**config.mk**
```make
export PLATFORM = sky130hd
export DESIGN_NAME = pp_mode_regs
export DESIGN_NICKNAME = d
export VERILOG_FILES = /design/src/rtl/ppmr_pkg.sv /design/src/rtl/ppmr_mode_sel.sv /design/src/rtl/ppmr_fill_ctr.sv /design/src/rtl/ppmr_epp_seq.sv /design/src/rtl/ppmr_tmo_flag.sv /design/src/rtl/pp_mode_regs.sv
export SDC_FILE = /design/constraint.sdc
export NUM_CORES = 1
export LEC_CHECK = 0
export BUFFER_PORTS_ARGS = -buffer_cell sky130_fd_sc_hd__buf_2
export CORE_ASPECT_RATIO = 1.2
export CORE_MARGIN = 5
export CORE_UTILIZATION = 35
export DETAILED_ROUTE_END_ITERATION = 12
export HOLD_SLACK_MARGIN = 0.02
export SYNTH_ARGS = -nofsm -noshare
export SYNTH_HDL_FRONTEND = slang
export SYNTH_SLANG_ARGS = --single-unit
```
**constraint.sdc**
```tcl
create_clock -name clk -period 3.2 [get_ports clk]
set_input_delay 0.32 -clock clk [delete_from_list [all_inputs] [get_ports clk]]
set_output_delay 0.32 -clock clk [all_outputs]
set_load 0.005 [all_outputs]
```
**src/rtl/ppmr_pkg.sv**
```systemverilog
package ppmr_pkg;
  localparam int unsigned BYTE_W = 8;
  localparam int unsigned RA_W   = 3;
  localparam int unsigned N_REGS = 6;

  typedef enum logic [2:0] {
    MODE_STD   = 3'b000,
    MODE_BIDIR = 3'b001,
    MODE_FIFO  = 3'b011,
    MODE_EPP   = 3'b100
  } pmode_e;

  localparam logic [RA_W-1:0] RA_DATA = 3'd0;
  localparam logic [RA_W-1:0] RA_STAT = 3'd1;
  localparam logic [RA_W-1:0] RA_CTRL = 3'd2;
  localparam logic [RA_W-1:0] RA_EPPD = 3'd3;
  localparam logic [RA_W-1:0] RA_FIFO = 3'd4;
  localparam logic [RA_W-1:0] RA_ECR  = 3'd5;

  localparam int unsigned DIR_BIT = 5;

  function automatic logic code_ok(input logic [2:0] c);
    return (c == 3'b000) || (c == 3'b001) || (c == 3'b011) || (c == 3'b100);
  endfunction
endpackage

```
**src/rtl/ppmr_mode_sel.sv**
```systemverilog
module ppmr_mode_sel
  import ppmr_pkg::*;
(
  input  logic       clk,
  input  logic       rst_n,
  input  logic       ecr_we,
  input  logic [2:0] code,
  output pmode_e     mode,
  output logic       change
);
  // only a legal code that differs from the present mode counts as a change
  assign change = ecr_we && code_ok(code) && (code != mode);

  always_ff @(posedge clk) begin
    if (!rst_n)      mode <= MODE_STD;
    else if (change) mode <= pmode_e'(code);
  end
endmodule

```
**src/rtl/ppmr_fill_ctr.sv**
```systemverilog
module ppmr_fill_ctr #(
  parameter int unsigned DEPTH = 16,
  localparam int unsigned CW   = $clog2(DEPTH + 1)
) (
  input  logic clk,
  input  logic rst_n,
  input  logic enable,
  input  logic clear,
  input  logic push,
  input  logic drain_ready,
  output logic empty,
  output logic full,
  output logic drain_valid
);
  localparam logic [CW-1:0] LVL_MAX = CW'(DEPTH);

  logic [CW-1:0] level;
  logic pop_ok, push_ok;

  assign empty       = (level == '0);
  assign full        = (level == LVL_MAX);
  assign drain_valid = enable && !empty;
  assign pop_ok      = drain_valid && drain_ready;
  // a full FIFO still takes a byte when one leaves in the same cycle
  assign push_ok     = push && enable && (!full || pop_ok);

  always_ff @(posedge clk) begin
    if (!rst_n || clear)       level <= '0;
    else if (push_ok && !pop_ok) level <= level + 1'b1;
    else if (pop_ok && !push_ok) level <= level - 1'b1;
  end
endmodule

```
**src/rtl/ppmr_epp_seq.sv**
```systemverilog
module ppmr_epp_seq #(
  parameter int unsigned TIMEOUT_CYC = 8,
  localparam int unsigned TW = $clog2(TIMEOUT_CYC + 1)
) (
  input  logic clk,
  input  logic rst_n,
  input  logic start,
  input  logic ack,
  input  logic abort,
  output logic busy,
  output logic expire
);
  localparam logic [TW-1:0] LAST = TW'(TIMEOUT_CYC - 1);

  logic [TW-1:0] waited;

  assign expire = busy && !ack && !abort && (waited == LAST);

  always_ff @(posedge clk) begin
    if (!rst_n) begin
      busy   <= 1'b0;
      waited <= '0;
    end else if (abort) begin
      busy <= 1'b0;
    end else if (start) begin
      busy   <= 1'b1;
      waited <= '0;
    end else if (busy) begin
      if (ack || expire) busy <= 1'b0;
      else               waited <= waited + 1'b1;
    end
  end
endmodule

```
**src/rtl/ppmr_tmo_flag.sv**
```systemverilog
module ppmr_tmo_flag (
  input  logic clk,
  input  logic rst_n,
  input  logic set,
  input  logic wr,
  input  logic wbit0,
  output logic flag
);
  logic armed;

  always_ff @(posedge clk) begin
    if (!rst_n) begin
      flag  <= 1'b0;
      armed <= 1'b0;
    end else begin
      if (wr) armed <= wbit0;
      if (set)                        flag <= 1'b1;
      else if (wr && !wbit0 && armed) flag <= 1'b0;
    end
  end
endmodule

```
**src/rtl/pp_mode_regs.sv**
```systemverilog
module pp_mode_regs
  import ppmr_pkg::*;
#(
  parameter int unsigned FIFO_DEPTH  = 16,
  parameter int unsigned EPP_TIMEOUT = 8
) (
  input  logic              clk,
  input  logic              rst_n,
  input  logic [RA_W-1:0]   bus_addr,
  input  logic              bus_rd,
  input  logic              bus_wr,
  input  logic [BYTE_W-1:0] bus_wdata,
  output logic [BYTE_W-1:0] bus_rdata,
  input  logic [BYTE_W-1:0] pins_din,
  input  logic [BYTE_W-2:0] stat_in,
  output logic [BYTE_W-1:0] pins_dout,
  output logic              pins_oe,
  output logic [BYTE_W-1:0] ctrl_out,
  output logic [2:0]        port_mode,
  output logic              epp_strobe,
  input  logic              epp_ack,
  output logic              drain_valid,
  input  logic              drain_ready
);
  logic [N_REGS-1:0] wsel;
  pmode_e            mode;
  logic              mode_chg;
  logic              fifo_empty, fifo_full;
  logic              epp_start, epp_abort, epp_expire;
  logic              to_flag;
  logic [BYTE_W-1:0] data_q, ctrl_q, epp_q, rd_mux;

  for (genvar i = 0; i < N_REGS; i++) begin : g_wdec
    assign wsel[i] = bus_wr && (bus_addr == RA_W'(i));
  end

  ppmr_mode_sel u_mode (
    .clk(clk), .rst_n(rst_n),
    .ecr_we(wsel[RA_ECR]), .code(bus_wdata[7:5]),
    .mode(mode), .change(mode_chg)
  );

  ppmr_fill_ctr #(.DEPTH(FIFO_DEPTH)) u_fill (
    .clk(clk), .rst_n(rst_n),
    .enable(mode == MODE_FIFO), .clear(mode_chg),
    .push(wsel[RA_FIFO]), .drain_ready(drain_ready),
    .empty(fifo_empty), .full(fifo_full), .drain_valid(drain_valid)
  );

  assign epp_start = wsel[RA_EPPD] && (mode == MODE_EPP) && !epp_strobe;
  assign epp_abort = mode_chg || (mode != MODE_EPP);

  ppmr_epp_seq #(.TIMEOUT_CYC(EPP_TIMEOUT)) u_epp (
    .clk(clk), .rst_n(rst_n),
    .start(epp_start), .ack(epp_ack), .abort(epp_abort),
    .busy(epp_strobe), .expire(epp_expire)
  );

  ppmr_tmo_flag u_flag (
    .clk(clk), .rst_n(rst_n),
    .set(epp_expire), .wr(wsel[RA_STAT]), .wbit0(bus_wdata[0]),
    .flag(to_flag)
  );

  always_ff @(posedge clk) begin
    if (!rst_n) begin
      data_q <= '0;
      ctrl_q <= '0;
      epp_q  <= '0;
    end else begin
      if (wsel[RA_DATA]) data_q <= bus_wdata;
      if (wsel[RA_CTRL]) ctrl_q <= bus_wdata;
      if (epp_start)     epp_q  <= bus_wdata;
    end
  end

  assign pins_oe   = !((mode == MODE_BIDIR) && ctrl_q[DIR_BIT]);
  assign pins_dout = epp_strobe ? epp_q : data_q;
  assign ctrl_out  = ctrl_q;
  assign port_mode = mode;

  always_comb begin
    unique case (bus_addr)
      RA_DATA: rd_mux = pins_oe ? data_q : pins_din;
      RA_STAT: rd_mux = {stat_in, to_flag};
      RA_CTRL: rd_mux = ctrl_q;
      RA_EPPD: rd_mux = epp_q;
      RA_ECR:  rd_mux = {mode, 3'b000, fifo_full, fifo_empty};
      default: rd_mux = '0;
    endcase
  end

  always_ff @(posedge clk) begin
    if (!rst_n)      bus_rdata <= '0;
    else if (bus_rd) bus_rdata <= rd_mux;
  end
endmodule

```
**Word-level counts from Yosys, hierarchy flattened**

Cells that the tools add are included.

- Add/sub/neg operators: 3
- Eq/ne operators: 16
- Mux-type cells: 13
- Bitwise gates (word level): 2
- Reductions and logical operators: 47

Operators by type and width:

| kind | count |
|---|---|
| 8-bit one-hot mux with 5 select lines | 1 |
| 1-bit logical AND | 22 |
| 8-bit 2-to-1 mux | 2 |
| 3-bit by 2-bit == test with 1-bit output, second input constant | 4 |
| 3-bit == test, second input constant | 4 |
| 4-bit 2-to-1 mux | 3 |
| 1-bit logical NOT | 10 |
| 5-bit 2-to-1 mux | 2 |
| 3-bit by 1-bit == test with 1-bit output, second input constant | 3 |
| 1-bit logical OR | 7 |
| 3-bit logical NOT | 2 |
| 2-bit nonzero test | 3 |
| 5-bit by 1-bit adder with 5-bit output, second input constant | 1 |
| 5-bit == test, second input constant | 1 |
| 5-bit logical NOT | 1 |
| 1-bit 2-to-1 mux | 5 |
| 5-bit by 1-bit subtractor with 5-bit output, second input constant | 1 |
| 4-bit by 1-bit adder with 4-bit output, second input constant | 1 |
| 4-bit by 3-bit == test with 1-bit output, second input constant | 1 |
| 3-bit inequality test | 1 |
| 3-bit inequality test, second input constant | 1 |
| 3-bit AND reduction | 1 |
| 2-bit inequality test, second input constant | 1 |
| 1-bit NOT | 2 |
| 2-bit OR reduction | 1 |

- Bits in registers: 47
- Bits of input ports: 32
- Output and inout bits: 30
- Word-level logic and storage cells: 91

**Logic depth before layout (Yosys ltp)**

- Word-level depth: 14
- Mapped depth: 12
- Gate-level depth less buffers: 12

**By module**

From an unflattened synthesis, not the netlist that was laid out.

- Cell total of the unflattened synthesis: 317
- Area total of the unflattened synthesis: 2817.7 um^2

Modules (own cells, without submodules):

| module | instances | cells an instance | area an instance (um^2) | sequential area each (um^2) |
|---|---|---|---|---|
| pp_mode_regs | 1 | 206 | 1845.5 | 640.6 |
| ppmr_fill_ctr | 1 | 46 | 385.4 | 100.1 |
| ppmr_epp_seq | 1 | 30 | 271.5 | 100.1 |
| ppmr_mode_sel | 1 | 28 | 237.7 | 60.1 |
| ppmr_tmo_flag | 1 | 7 | 77.6 | 40.0 |

**Least setup slack after synthesis**

Ideal clock, no wire load.

- Kind: input to register
- From: in bus_addr[0]
- To: reg u_fill.level[4]
- Setup time: 0.070 ns
- Data arrival time: 2.622 ns
- Data required time: 3.130 ns
- Setup slack: 0.508 ns
- Stages: 12
- Buffers on the path: 2
- Path through: buf_4 -> or2_2 -> clkbuf_1 -> nor4_1 -> ha_1 -> inv_1 -> fa_1 -> a21o_1 -> a21oi_1 -> xnor2_1 -> or3_1 -> a21oi_1

- Longest elaborated chain between the ends: 7
- Elaborated cells between the ends (all ways): 14
- Classes of those cells: eq/ne (2); mux (1); reduce/logical (11)

Ends and longest elaborated chain:

| element | RTL line | text |
|---|---|---|
| start, declared | pp_mode_regs.sv:9 | `input logic [RA_W-1:0] bus_addr,` |
| 3-bit == test | pp_mode_regs.sv:34 | `assign wsel[i] = bus_wr && (bus_addr == RA_W'(i));` |
| 1-bit logical AND | pp_mode_regs.sv:34 |  |
| 1-bit logical AND (2 in series) | ppmr_fill_ctr.sv:25 | `assign push_ok = push && enable && (!full \|\| pop_ok);` |
| 1-bit logical NOT | ppmr_fill_ctr.sv:30 | `else if (pop_ok && !push_ok) level <= level - 1'b1;` |
| 1-bit logical AND | ppmr_fill_ctr.sv:30 |  |
| 2-bit nonzero test (no line) | - |  |
| end signal, assigned | ppmr_fill_ctr.sv:29 | `else if (push_ok && !pop_ok) level <= level + 1'b1;` |
| end signal, assigned | ppmr_fill_ctr.sv:30 |  |
| end, declared | ppmr_fill_ctr.sv:17 | `logic [CW-1:0] level;` |

Parallel ways exist; a longest one is shown, timed or not.
A chain may end at the register's enable or synchronous reset.

**Worst setup path in the final report**

- From: reg u_fill.level[0]
- To: reg u_fill.level[4]

- Longest elaborated chain between the ends: 9
- Elaborated cells between the ends (all ways): 17
- Classes of those cells: add/sub (2); eq/ne (1); mux (2); reduce/logical (12)

Ends and longest elaborated chain:

| element |
|---|
| branches (longest 9 deep; another with 5-bit by 1-bit subtractor with 5-bit output) |

Parallel ways; which one is timed is not known. The select of a mux whose other input is x is not followed.

==> results summary <==
The fraction of the core area covered by cells at the end of the flow came out at between 40% and 50%. Global routing used roughly 16% of the available tracks across all layers. The count of buffers added by post-CTS timing repair for setup came out at 0. The number of ports placed on the die boundary came out at between 60 and 70. The initial core utilization is a little over a third. The final-report max-slew violation count was 0.

Summing all placed instances gives a cell area of 2860 µm². The worst setup path is of the flip-flop to flip-flop kind. The via count came out at 2,206.

For the worst setup path, the data arrival time is 3.04 ns. For hold timing, the worst endpoint is ctrl_out[4]. Measured against its own limit, the worst slew margin works out to between 40 and 50%. The commonest register cell after synthesis is sky130_fd_sc_hd__dfxtp_1. The endpoint identified for the worst register-to-register timing path is u_fill.level[4]. The number of gates resized after CTS was 0. The highest clock rate came out at 355 MHz.

Power spread over the standard cell area amounts to between 300 and 400 nW/µm². The worst hold path begins at bus_wdata[4]. The cell depth of the worst hold path is 3.

The via count of the first global-routing pass is around 2,300. The worst path uses ~88% of the clock period. The routability-driven placement congestion ratio is roughly 0.80. Across the run, the number of max-cap violations was 0. The number of setup violations in the final report came out at 0. The nature of the critical path startpoint is a flip-flop. In this run the static leakage power is roughly 1.2 nW. The design area came out at 2950 µm². The initial antenna violation count came out at 0. The path depth of the worst reg2reg path is 12.

The number of buffers on the longest clock path is 2. The worst reg-to-reg setup slack came out at roughly 0.39 ns. The largest net degree at the start of global routing came out at 25. The global-route wire length before repair came out at about 11,000 µm. The starting DRC count in detailed routing is 76. The clock tree synthesis step divided the H-tree into 2 levels.

Yosys mapped a number of flops with a built-in enable equal to 0. The number of detailed-routing iterations run before antenna repair is 4. The clock latency of the later-clocked register in the worst-skew pair is ~0.31 ns. The maximum net fanout on the critical path came out at 4. The aggregate negative setup slack came out at 0 ns.

Global routing finished with a remaining overflow of 0. The detailed-route wire length per cell is 16.3 µm. In the final layout, the share of cells above drive strength 1 is ~28%.

The final number of hold-violating endpoints came out at 0. The total of warnings raised by yosys is 0. Dividing the synthesized area by the synthesized cell count gives about 8.7 µm².

Compared with the post-synthesis result, the final layout area differs by 18.1%. The library cells used most frequently in the layout, excluding fill and tap cells, are 61 x sky130_fd_sc_hd__buf_2, 47 x sky130_fd_sc_hd__dfxtp_1, 45 x sky130_fd_sc_hd__nand2_1. The clock sink count is 47.

The flip-flop and latch count after synthesis came out at 47. The post-cts hold buffer count is 0. After synthesis, the share of flip-flops with an asynchronous set or reset is 0%.

TritonCTS built the clock tree. The worst hold margin came out at ~0.26 ns. The origin of the critical flop-to-flop path is u_fill.level[0]. The remaining number of nets flagged by the antenna check after routing is 0. The cell sitting at the root of the clock tree is a sky130_fd_sc_hd__clkbuf_8. The most frequent standard cell in the layout excluding fill and tap cells is sky130_fd_sc_hd__buf_2.

STA classifies the critical path endpoint as a flip-flop. The clock skew is roughly 0.014 ns. In this run the cell area of the synthesized design comes to approximately 2500 µm².

The die span in x came out at 87.2 µm. The detail-routed via count per cell came out at between 5 and 6. Port buffering added 61 buffers. The worst-margin pin slew came out at about 0.82 ns. The die footprint came out at 8940 µm². The net count reported at finish came out at 381. The placeable core region came out at 6900 µm². Setup repair after global routing left no endpoint under its margin.

The placed wire-length estimate after detailed placement came out at 5120 µm. The count of inserted antenna diode cells is 0. The run finished with clean final reports.

The final layout contains routed wiring with a total length of ~7000 µm. The data required time at the worst endpoint came out at ~3.4 ns. The post-route minimum period is approximately 2.8 ns. The total CTS buffers came out at 5.

The DRC violation count after routing came out at 0. The die boundary height came out at approximately 100 µm. The class of the most critical hold timing path is input pin to flip-flop.

After floorplanning, the core was divided into 33 placement rows. The peak ir drop on the vdd network came out at 222 µV. The post-synthesis net count came out at 326. The CTS clock-pin slew for the worst setup and hold paths is 0.10 ns. The post-synthesis cell count came out at about 290. The number of distinct standard cells referenced by the synthesized netlist is 47. The post-synthesis sequential area ratio is a little under two fifths.
## critical path, cell delays in order (launching register included)
cell and delay [ns]:
sky130_fd_sc_hd__dfxtp_1 0.37, sky130_fd_sc_hd__nor4_1 0.54, sky130_fd_sc_hd__nand2_1 0.15, sky130_fd_sc_hd__nor2_1 0.11
sky130_fd_sc_hd__nor4_1 0.06, sky130_fd_sc_hd__ha_1 0.20, sky130_fd_sc_hd__inv_1 0.14, sky130_fd_sc_hd__ha_1 0.29
sky130_fd_sc_hd__a21o_1 0.19, sky130_fd_sc_hd__a21oi_1 0.17, sky130_fd_sc_hd__xnor2_1 0.08, sky130_fd_sc_hd__or3_1 0.31
sky130_fd_sc_hd__a21oi_1 0.14
## cell usage after synthesis (all sizes together), types with 2 or more instances
cell type / n / share of area (%)
a32o: 3 / 1.2
and2: 2 / 0.50
nand2b: 3 / 0.75
a22oi: 8 / 2.4
or3: 2 / 0.55
and4: 2 / 0.70
nand2: 45 / 6.8
ha: 5 / 2.5
nor2b: 4 / 1.0
mux2i: 21 / 8.4
nor4: 2 / 0.50
mux2: 17 / 7.8
clkbuf: 10 / 1.9
o21ai: 12 / 2.4
xnor2: 6 / 2.1
dfxtp: 47 / 38
nor2: 26 / 3.9
a222oi: 3 / 1.2
buf: 8 / 2.3
a21oi: 28 / 5.6
nand3: 4 / 0.80
a21o: 2 / 0.60
o31ai: 2 / 0.60
inv: 9 / 1.4
and3b: 2 / 0.75
## metal layers
layer / routed length [µm] / part of all wire [%] / global-route usage (%) / vias up
li1: - / - / - / 1119
met1: 3230 / 46 / 20.4 / 1018
met2: 3350 / 48 / 28.2 / 59
met3: 297 / 4.2 / 3.20 / 10
met4: 127 / 1.8 / 5.43 / 0
met5: 0 / 0 / 0 / -
## registers in the layout, indices dropped and copies added, names as in the netlist
register      count
u_epp.busy        1
bus_rdata         8
data_q            8
u_fill.level      5
ctrl_out          8
u_flag.armed      1
u_mode.mode       3
u_epp.waited      4
u_flag.flag       1
epp_q             8
## worst max-delay path by stage
stage,start,to,slack (ns),cells after the start
global route,u_fill.level[0],u_fill.level[4],0.15,12
detailed placement,bus_addr[1],u_fill.level[4],0.39,11
CTS,u_fill.level[0],u_fill.level[4],0.41,12
floorplan,bus_addr[0],u_fill.level[4],0.51,12
global placement,bus_addr[0],u_fill.level[4],0.48,11
finish,u_fill.level[0],u_fill.level[4],0.39,12
## area by class of cell
cell class	instances	area [µm²]
tap	87	109
inverter	9	33.8
fill	713	3940
timing repair buffer	66	343
sequential	47	941
multi-input combinational	214	1430
clock inverter	2	16.3
clock buffer	6	82.6
## where the power goes
part           switching (mW)  total, mW  internal [mW]
Clock                   0.216      0.393          0.177
Combinational          0.0611      0.104         0.0430
Sequential            0.00532      0.597          0.591
## cell families (layout without fill, tap and decap cells)
group	Yosys count	after routing	synth area share, %
AO/OA/AOI/OAI	62	62	15.4
XOR/XNOR	7	7	2.45
adder cells (fa/ha/maj)	6	6	3.30
buffers and inverters	27	83	5.50
flip-flops	47	47	37.6
multiplexers	38	38	16.2
AND/OR/NAND/NOR	101	101	19.5
## metrics by stage
stage / total power [mW] / setup WS, ns / instances
final: 1.09 / 0.387 / 431
after global routing: 1.14 / 0.150 / 431
after CTS: 1.10 / 0.407 / 431
after detailed placement: 0.715 / 0.385 / 423
after global placement: 0.714 / 0.477 / 423
after floorplan: 0.667 / 0.508 / 288
Note: power is estimated with default switching activity, not from simulation.
